### config.mk
export PLATFORM = sky130hd
export DESIGN_NAME = tri_level_counter
export DESIGN_NICKNAME = d
export VERILOG_FILES = /design/src/rtl/tlc_pkg.sv /design/src/rtl/tlc_level_sync.sv /design/src/rtl/tlc_pulse_qual.sv /design/src/rtl/tlc_step_gate.sv /design/src/rtl/tlc_sat_counter.sv /design/src/rtl/tri_level_counter.sv
export SDC_FILE = /design/constraint.sdc
export NUM_CORES = 1
export LEC_CHECK = 0
export ABC_AREA = 1
export CAP_MARGIN = 5
export CORE_ASPECT_RATIO = 0.5
export CORE_MARGIN = 2
export CORE_UTILIZATION = 30
export DETAILED_ROUTE_END_ITERATION = 10
export PLACE_DENSITY = 0.45
export SLEW_MARGIN = 20
export SYNTH_ARGS = -nofsm -noshare
export SYNTH_HDL_FRONTEND = slang
export SYNTH_SLANG_ARGS = --single-unit
### constraint.sdc
create_clock -name clk -period 4 [get_ports clk]
set_clock_uncertainty 0.1 [all_clocks]
set_input_delay 0.6 -clock clk [delete_from_list [all_inputs] [get_ports clk]]
set_output_delay 0.6 -clock clk [all_outputs]
set_load 0.01 [all_outputs]
### src/rtl/tlc_pkg.sv
package tlc_pkg;

    typedef enum logic [1:0] {
        LVL_MID  = 2'd0,
        LVL_LOW  = 2'd1,
        LVL_HIGH = 2'd2
    } level_t;

    typedef enum logic [1:0] {
        W_GLITCH   = 2'd0,
        W_MARGINAL = 2'd1,
        W_VALID    = 2'd2
    } width_class_t;

    typedef enum logic [1:0] {
        Q_IDLE  = 2'd0,
        Q_LOW   = 2'd1,
        Q_HIGH  = 2'd2,
        Q_SPOIL = 2'd3
    } qual_state_t;

    typedef struct packed {
        logic up;
        logic dn;
    } step_t;

    // Both comparators firing is physically contradictory; read it as rest.
    function automatic level_t decode_level(input logic lo, input logic hi);
        if (lo && !hi)      return LVL_LOW;
        else if (hi && !lo) return LVL_HIGH;
        else                return LVL_MID;
    endfunction

    function automatic width_class_t classify(input int unsigned width,
                                              input int unsigned reject_lim,
                                              input int unsigned accept_lim);
        if (width >= accept_lim)      return W_VALID;
        else if (width >= reject_lim) return W_MARGINAL;
        else                          return W_GLITCH;
    endfunction

endpackage

### src/rtl/tlc_level_sync.sv
module tlc_level_sync
    import tlc_pkg::*;
#(
    parameter int STAGES = 2
) (
    input  logic   clk,
    input  logic   rst,
    input  logic   lo_i,
    input  logic   hi_i,
    output level_t lvl_o
);
    logic [STAGES-1:0] lo_sh;
    logic [STAGES-1:0] hi_sh;

    generate
        for (genvar s = 0; s < STAGES; s++) begin : g_stage
            always_ff @(posedge clk) begin
                if (rst) begin
                    lo_sh[s] <= 1'b0;
                    hi_sh[s] <= 1'b0;
                end else if (s == 0) begin
                    lo_sh[s] <= lo_i;
                    hi_sh[s] <= hi_i;
                end else begin
                    lo_sh[s] <= lo_sh[(s == 0) ? 0 : s-1];
                    hi_sh[s] <= hi_sh[(s == 0) ? 0 : s-1];
                end
            end
        end
    endgenerate

    assign lvl_o = decode_level(lo_sh[STAGES-1], hi_sh[STAGES-1]);
endmodule

### src/rtl/tlc_pulse_qual.sv
module tlc_pulse_qual
    import tlc_pkg::*;
#(
    parameter int REJECT_TICKS = 20,
    parameter int ACCEPT_TICKS = 200
) (
    input  logic   clk,
    input  logic   rst,
    input  level_t lvl_i,
    output step_t  qual_o
);
    localparam int WW = $clog2(ACCEPT_TICKS + 2);
    localparam logic [WW-1:0] W_SAT = WW'(ACCEPT_TICKS);

    qual_state_t     state_q;
    logic [WW-1:0]   width_q;
    step_t           qual_q;
    logic            valid_w;

    assign valid_w = (classify(int'(width_q), REJECT_TICKS, ACCEPT_TICKS) == W_VALID);

    always_ff @(posedge clk) begin
        if (rst) begin
            state_q <= Q_IDLE;
            width_q <= '0;
            qual_q  <= '0;
        end else begin
            qual_q <= '0;
            case (state_q)
                Q_IDLE: begin
                    if (lvl_i == LVL_LOW) begin
                        state_q <= Q_LOW;
                        width_q <= WW'(1);
                    end else if (lvl_i == LVL_HIGH) begin
                        state_q <= Q_HIGH;
                        width_q <= WW'(1);
                    end
                end
                Q_LOW: begin
                    if (lvl_i == LVL_LOW) begin
                        if (width_q != W_SAT) width_q <= width_q + 1'b1;
                    end else if (lvl_i == LVL_HIGH) begin
                        state_q <= Q_SPOIL;
                    end else begin
                        state_q   <= Q_IDLE;
                        qual_q.up <= valid_w;
                    end
                end
                Q_HIGH: begin
                    if (lvl_i == LVL_HIGH) begin
                        if (width_q != W_SAT) width_q <= width_q + 1'b1;
                    end else if (lvl_i == LVL_LOW) begin
                        state_q <= Q_SPOIL;
                    end else begin
                        state_q   <= Q_IDLE;
                        qual_q.dn <= valid_w;
                    end
                end
                default: begin
                    if (lvl_i == LVL_MID) state_q <= Q_IDLE;
                end
            endcase
        end
    end

    assign qual_o = qual_q;

    // a qualified swing is reported only after the line is back at rest
    a_r3_trailing_edge: assert property (@(posedge clk) disable iff (rst)
        (qual_q.up || qual_q.dn) |-> $past(lvl_i) == LVL_MID);

    // a reported swing had reached the accept width
    a_r5_width_met: assert property (@(posedge clk) disable iff (rst)
        (qual_q.up || qual_q.dn) |-> $past(width_q) >= W_SAT);

    // a spoiled swing never yields a report when it ends
    a_r10_spoil_silent: assert property (@(posedge clk) disable iff (rst)
        (state_q == Q_SPOIL) |=> !(qual_q.up || qual_q.dn));
endmodule

### src/rtl/tlc_step_gate.sv
module tlc_step_gate
    import tlc_pkg::*;
#(
    parameter int GAP_TICKS   = 10,
    parameter int START_TICKS = 50
) (
    input  logic  clk,
    input  logic  rst,
    input  logic  en_i,
    input  logic  ignore_i,
    input  step_t qual_i,
    output step_t step_o
);
    localparam int SW = $clog2(START_TICKS + 2);
    localparam int GW = $clog2(GAP_TICKS + 2);
    localparam logic [SW-1:0] START_END = SW'(START_TICKS);
    localparam logic [GW-1:0] GAP_LOAD  = GW'(GAP_TICKS);

    logic [SW-1:0] start_q;
    logic [GW-1:0] gap_q;
    logic          skip_q;
    step_t         step_q;
    logic          ready_w;
    logic          take_w;

    assign ready_w = en_i && (start_q == START_END);
    assign take_w  = ready_w && (gap_q == '0) && (qual_i.up || qual_i.dn);

    always_ff @(posedge clk) begin
        if (rst) begin
            start_q <= '0;
            gap_q   <= '0;
            skip_q  <= 1'b1;
            step_q  <= '0;
        end else begin
            step_q <= '0;
            if (!en_i)                  start_q <= '0;
            else if (start_q != START_END) start_q <= start_q + 1'b1;

            if (gap_q != '0) gap_q <= gap_q - 1'b1;

            if (take_w) begin
                if (skip_q) begin
                    skip_q <= 1'b0;
                end else begin
                    step_q <= qual_i;
                    gap_q  <= GAP_LOAD;
                end
            end

            if (!en_i || ignore_i) skip_q <= 1'b1;
        end
    end

    assign step_o = step_q;

    // no step is issued in the cycle after enable was low
    a_r7_hold_disabled: assert property (@(posedge clk) disable iff (rst)
        !en_i |=> !(step_q.up || step_q.dn));

    // two steps are never issued back to back
    a_r6_spacing: assert property (@(posedge clk) disable iff (rst)
        (step_q.up || step_q.dn) |=> !(step_q.up || step_q.dn));

    // a step has exactly one direction
    a_r1_one_direction: assert property (@(posedge clk) disable iff (rst)
        !(step_q.up && step_q.dn));

    // a discard request means the next cycle cannot step
    a_r9_ignore_blocks: assert property (@(posedge clk) disable iff (rst)
        ignore_i |=> skip_q);
endmodule

### src/rtl/tlc_sat_counter.sv
module tlc_sat_counter
    import tlc_pkg::*;
#(
    parameter int CNT_W     = 8,
    parameter int RESET_VAL = 128
) (
    input  logic             clk,
    input  logic             rst,
    input  step_t            step_i,
    input  logic             load_i,
    input  logic [CNT_W-1:0] load_val_i,
    output logic [CNT_W-1:0] count_o
);
    localparam logic [CNT_W-1:0] TOP = {CNT_W{1'b1}};
    localparam logic [CNT_W-1:0] RST = CNT_W'(RESET_VAL);

    logic [CNT_W-1:0] cnt_q;

    always_ff @(posedge clk) begin
        if (rst)                             cnt_q <= RST;
        else if (load_i)                     cnt_q <= load_val_i;
        else if (step_i.up && cnt_q != TOP)  cnt_q <= cnt_q + 1'b1;
        else if (step_i.dn && cnt_q != '0)   cnt_q <= cnt_q - 1'b1;
    end

    assign count_o = cnt_q;

    // never wraps from the top to zero
    a_r4_no_overflow: assert property (@(posedge clk) disable iff (rst)
        (!load_i && cnt_q == TOP) |=> cnt_q != '0);

    // never wraps from zero to the top
    a_r4_no_underflow: assert property (@(posedge clk) disable iff (rst)
        (!load_i && cnt_q == '0) |=> cnt_q != TOP);

    // a load wins over any step
    a_r11_load_wins: assert property (@(posedge clk) disable iff (rst)
        load_i |=> cnt_q == $past(load_val_i));

    // without a load the value moves by at most one
    a_r1_unit_step: assert property (@(posedge clk) disable iff (rst)
        !load_i |=> (cnt_q == $past(cnt_q)) || (cnt_q == $past(cnt_q) + 1'b1)
                    || (cnt_q == $past(cnt_q) - 1'b1));
endmodule

### src/rtl/tri_level_counter.sv
module tri_level_counter
    import tlc_pkg::*;
#(
    parameter int CNT_W        = 8,
    parameter int RESET_VAL    = 128,
    parameter int REJECT_TICKS = 20,
    parameter int ACCEPT_TICKS = 200,
    parameter int GAP_TICKS    = 10,
    parameter int START_TICKS  = 50
) (
    input  logic             clk,
    input  logic             rst,
    input  logic             en_i,
    input  logic             line_lo_i,
    input  logic             line_hi_i,
    input  logic             ignore_next_i,
    input  logic             load_i,
    input  logic [CNT_W-1:0] load_val_i,
    output logic [CNT_W-1:0] count_o
);
    level_t lvl_w;
    step_t  qual_w;
    step_t  step_w;

    tlc_level_sync #(.STAGES(2)) sync_i (
        .clk(clk), .rst(rst), .lo_i(line_lo_i), .hi_i(line_hi_i), .lvl_o(lvl_w)
    );

    tlc_pulse_qual #(.REJECT_TICKS(REJECT_TICKS), .ACCEPT_TICKS(ACCEPT_TICKS)) qual_i (
        .clk(clk), .rst(rst), .lvl_i(lvl_w), .qual_o(qual_w)
    );

    tlc_step_gate #(.GAP_TICKS(GAP_TICKS), .START_TICKS(START_TICKS)) gate_i (
        .clk(clk), .rst(rst), .en_i(en_i), .ignore_i(ignore_next_i),
        .qual_i(qual_w), .step_o(step_w)
    );

    tlc_sat_counter #(.CNT_W(CNT_W), .RESET_VAL(RESET_VAL)) cnt_i (
        .clk(clk), .rst(rst), .step_i(step_w), .load_i(load_i),
        .load_val_i(load_val_i), .count_o(count_o)
    );
endmodule

==> impl_metrics.csv <==
group,metric,value,unit
clock_network,cts_tree,"yes",
clock_network,cts_resized,0,
floorplan,fp.dieArea,8500,µm²
detailed_routing,antenna_left,0,
setup_path,criticalPathCategory,"reg -> reg",
pwr,p_seq_share,34.6,%
grt,grt_util_all_layers,13.4,%
yosys,synth_nets,382,
detailed_routing,drcViolationCount,0,
yosys,yosys_warnings,0,
floorplan,core,7400,µm²
sta,fmax,435,MHz
layout,layout_commonest_cell,"nand2_1",
floorplan,ios,23,
floorplan,num_rows,22,
detailed_routing,num_vias,2139,
setup_path,startpoint,"cnt_i.count_o[0]$_SDFFE_PP0P_",
pwr,p_int,0.000846,W
setup_path,rr_startpoint,"cnt_i.count_o[0]$_SDFFE_PP0P_",
setup_path,start_kind,"register",
placement,place.gp.congestion,0.768,
layout,fin_nets,407,
grt,grt_pass1_vias,1994,
sta,slew_headroom,57.9,%
clock_network,cts_made_buffers,5,
grt,grt_max_degree,17,
clock_network,clock_sinks,37,
clock_network,cts_root_buf,"clkbuf_16",
clock_network,h-tree-depth,2,
layout,n_antenna_cell,0,
clock_network,clk_latency,0.28,ns
floorplan,start_util,31.4,%
layout,syn2layout_area_growth,20.7,%
sta,hold_ws,0.308,ns
clock_network,postCtsHoldBufs,0,
grt,overflow,0,
yosys,synth_cell_types,33,
run,maxCapViolations,0,
pwr,peakVddDrop,0.160,mV
yosys,async_reset_ff_share,0,%
yosys,synth_ff_type,"dfxtp_1",
yosys,synth_area_leaders,"dfxtp_1 (32%), nand2_1 (12%), inv_1 (9.9%)",
yosys,ys_seq_elements,37,
sta,final-setup-viol-count,0,
detailed_routing,wl,5210,µm
layout,final_cell_mix,"nand2_1 (72), inv_1 (61), nor2_1 (51)",
sta,drv_slew,0,
sta,rsz0062_at_grt,"false",
yosys,synthCells,348,
hold_path,min-delay-path-class,"reg -> reg",
yosys,synth.avg_cell_area,6.67,µm²
sta,period_share,57.5,%
pwr,pwr-share-clk,31.3,%
pwr,power.switching,0.000476,W
sta,fin_crit,2.30,ns
layout,layout-drive-gt1-share,5.88,%
sta,hold_violations,0,
hold_path,hp-start,"sync_i.lo_sh[0]$_SDFF_PP0_",
placement,hpwl,4020,µm
pwr,pwr-share-comb,34.1,%
detailed_routing,avgViaCountPerCell,4.55,
yosys,synth.largest_area_cell,"dfxtp_1",
placement,io_buffers,22,
floorplan,die_x,128,µm
setup_path,cp_max_fo,11,
layout,final_core_util,37.9,%
detailed_routing,drtIter0Drc,110,
clock_network,path_clk_slew,0.06,ns
clock_network,clockBufferDepth,2,
setup_path,crit_path_end_kind,"register",
yosys,seq_area_frac_synth,31.9,%
sta,tightest_slew,0.629,ns
grt,antenna_found_initial,0,
yosys,synth-edff-count,0,
clock_network,post_cts_buffers,0,
yosys,synth_area,2320,µm²
grt,grt_pass1_wl,9040,µm
detailed_routing,drt-wirelength-per-cell,11.1,µm
sta,setup_tns,0,ns
pwr,p_leak,1.27,nW
detailed_routing,first_pass_iters,4,
setup_path,worstPathArrival,2.34,ns
pwr,power.density,472,nW/µm²
yosys,synth_top_area_share,31.9,%
floorplan,die_y,66.2,µm
outcome,status,"finished clean",
setup_path,required,4.04,ns
pwr,p_sw_share,36.0,%
final cells by class:
type	instances	area (µm²)
Inverter	62	235
Fill cell	779	4600
Clock buffer	7	153
Clock inverter	1	5.00
Tap cell	96	120
Sequential cell	37	741
Timing Repair Buffer	22	220
Multi-Input combinational cell	245	1330
final timing paths:
| kind | to | slack (ns) | cells past startpoint |
|---|---|---|---|
| setup / recovery | cnt_i.count_o[6]$_SDFFE_PP0P_ | 1.70 | 12 |
| hold reg to reg | sync_i.lo_sh[1]$_SDFF_PP0_ | 0.31 | 2 |
| hold / removal | sync_i.lo_sh[1]$_SDFF_PP0_ | 0.31 | 2 |
| setup reg to reg | cnt_i.count_o[6]$_SDFFE_PP0P_ | 1.70 | 12 |
synthesized netlist by cell type (all sizes together) (2+ instances only):
cell and n:
nand3 29, o21ai 16, nand2 77, o21bai 2
xnor2 3, nor2 54, inv 62, a21oi 22
nand3b 2, nand4 6, xor2 2, clkbuf 3
nor3 5, ha 18, dfxtp 37
critical path, cell delays in order, from the launching register on:
cell and delay (ns):
dfxtp_1 0.49, nand2_1 0.08, nor2_1 0.12, nand2_1 0.11, nand2_4 0.17, ha_1 0.29
or2_2 0.33, nand3b_1 0.11, nand2_1 0.05, nand2_1 0.05, nand3_1 0.07, nand2_1 0.13
a21oi_2 0.05
logic make-up after synthesis:
| kind of cell | after synthesis | share of synthesized area, % |
|---|---|---|
| AOI/OAI and AO/OA | 46 | 11.2 |
| xor gates and xnor gates | 5 | 1.89 |
| DFF | 37 | 31.9 |
| and+or+nand+nor | 175 | 33.6 |
| buffers and inverters | 66 | 10.9 |
| adders and majority gates | 19 | 10.6 |
routing by layer:
layer | global-route usage [%] | part of all wire, % | vias up
met5 | 0 | 0 | -
met4 | 3.57 | 0.75 | 0
met3 | 3.32 | 4.3 | 5
met2 | 21.7 | 43 | 36
met1 | 17.8 | 52 | 943
li1 | - | - | 1155
state kept, by name (all words and copies together), names as in the netlist:
name / count
qual_i.state_q: 2
qual_i.qual_o: 2
sync_i.hi_sh: 2
gate_i.step_o: 2
gate_i.skip_q: 1
gate_i.gap_q: 4
gate_i.start_q: 6
cnt_i.count_o: 8
sync_i.lo_sh: 2
qual_i.width_q: 8
metrics by stage:
stage	total power [W]	setup WS [ns]	cell area [µm²]	cells
after floorplan	0.000793	1.93	2320	348
after global placement	0.000910	1.56	2650	462
after detailed placement	0.000917	1.49	2650	462
after CTS	0.00134	1.65	2800	470
after global routing	0.00144	1.48	2800	470
final	0.00132	1.70	2800	470
power by group through the flow:
stage | clock, W | sequential (W) | combinational, W
floorplan | 0 | 0.000455 | 0.000338
global placement | 0 | 0.000462 | 0.000448
detailed placement | 0 | 0.000463 | 0.000454
CTS | 0.000427 | 0.000456 | 0.000456
global route | 0.000449 | 0.000466 | 0.000522
finish | 0.000414 | 0.000457 | 0.000451
Power figures use the tool's default switching activity.
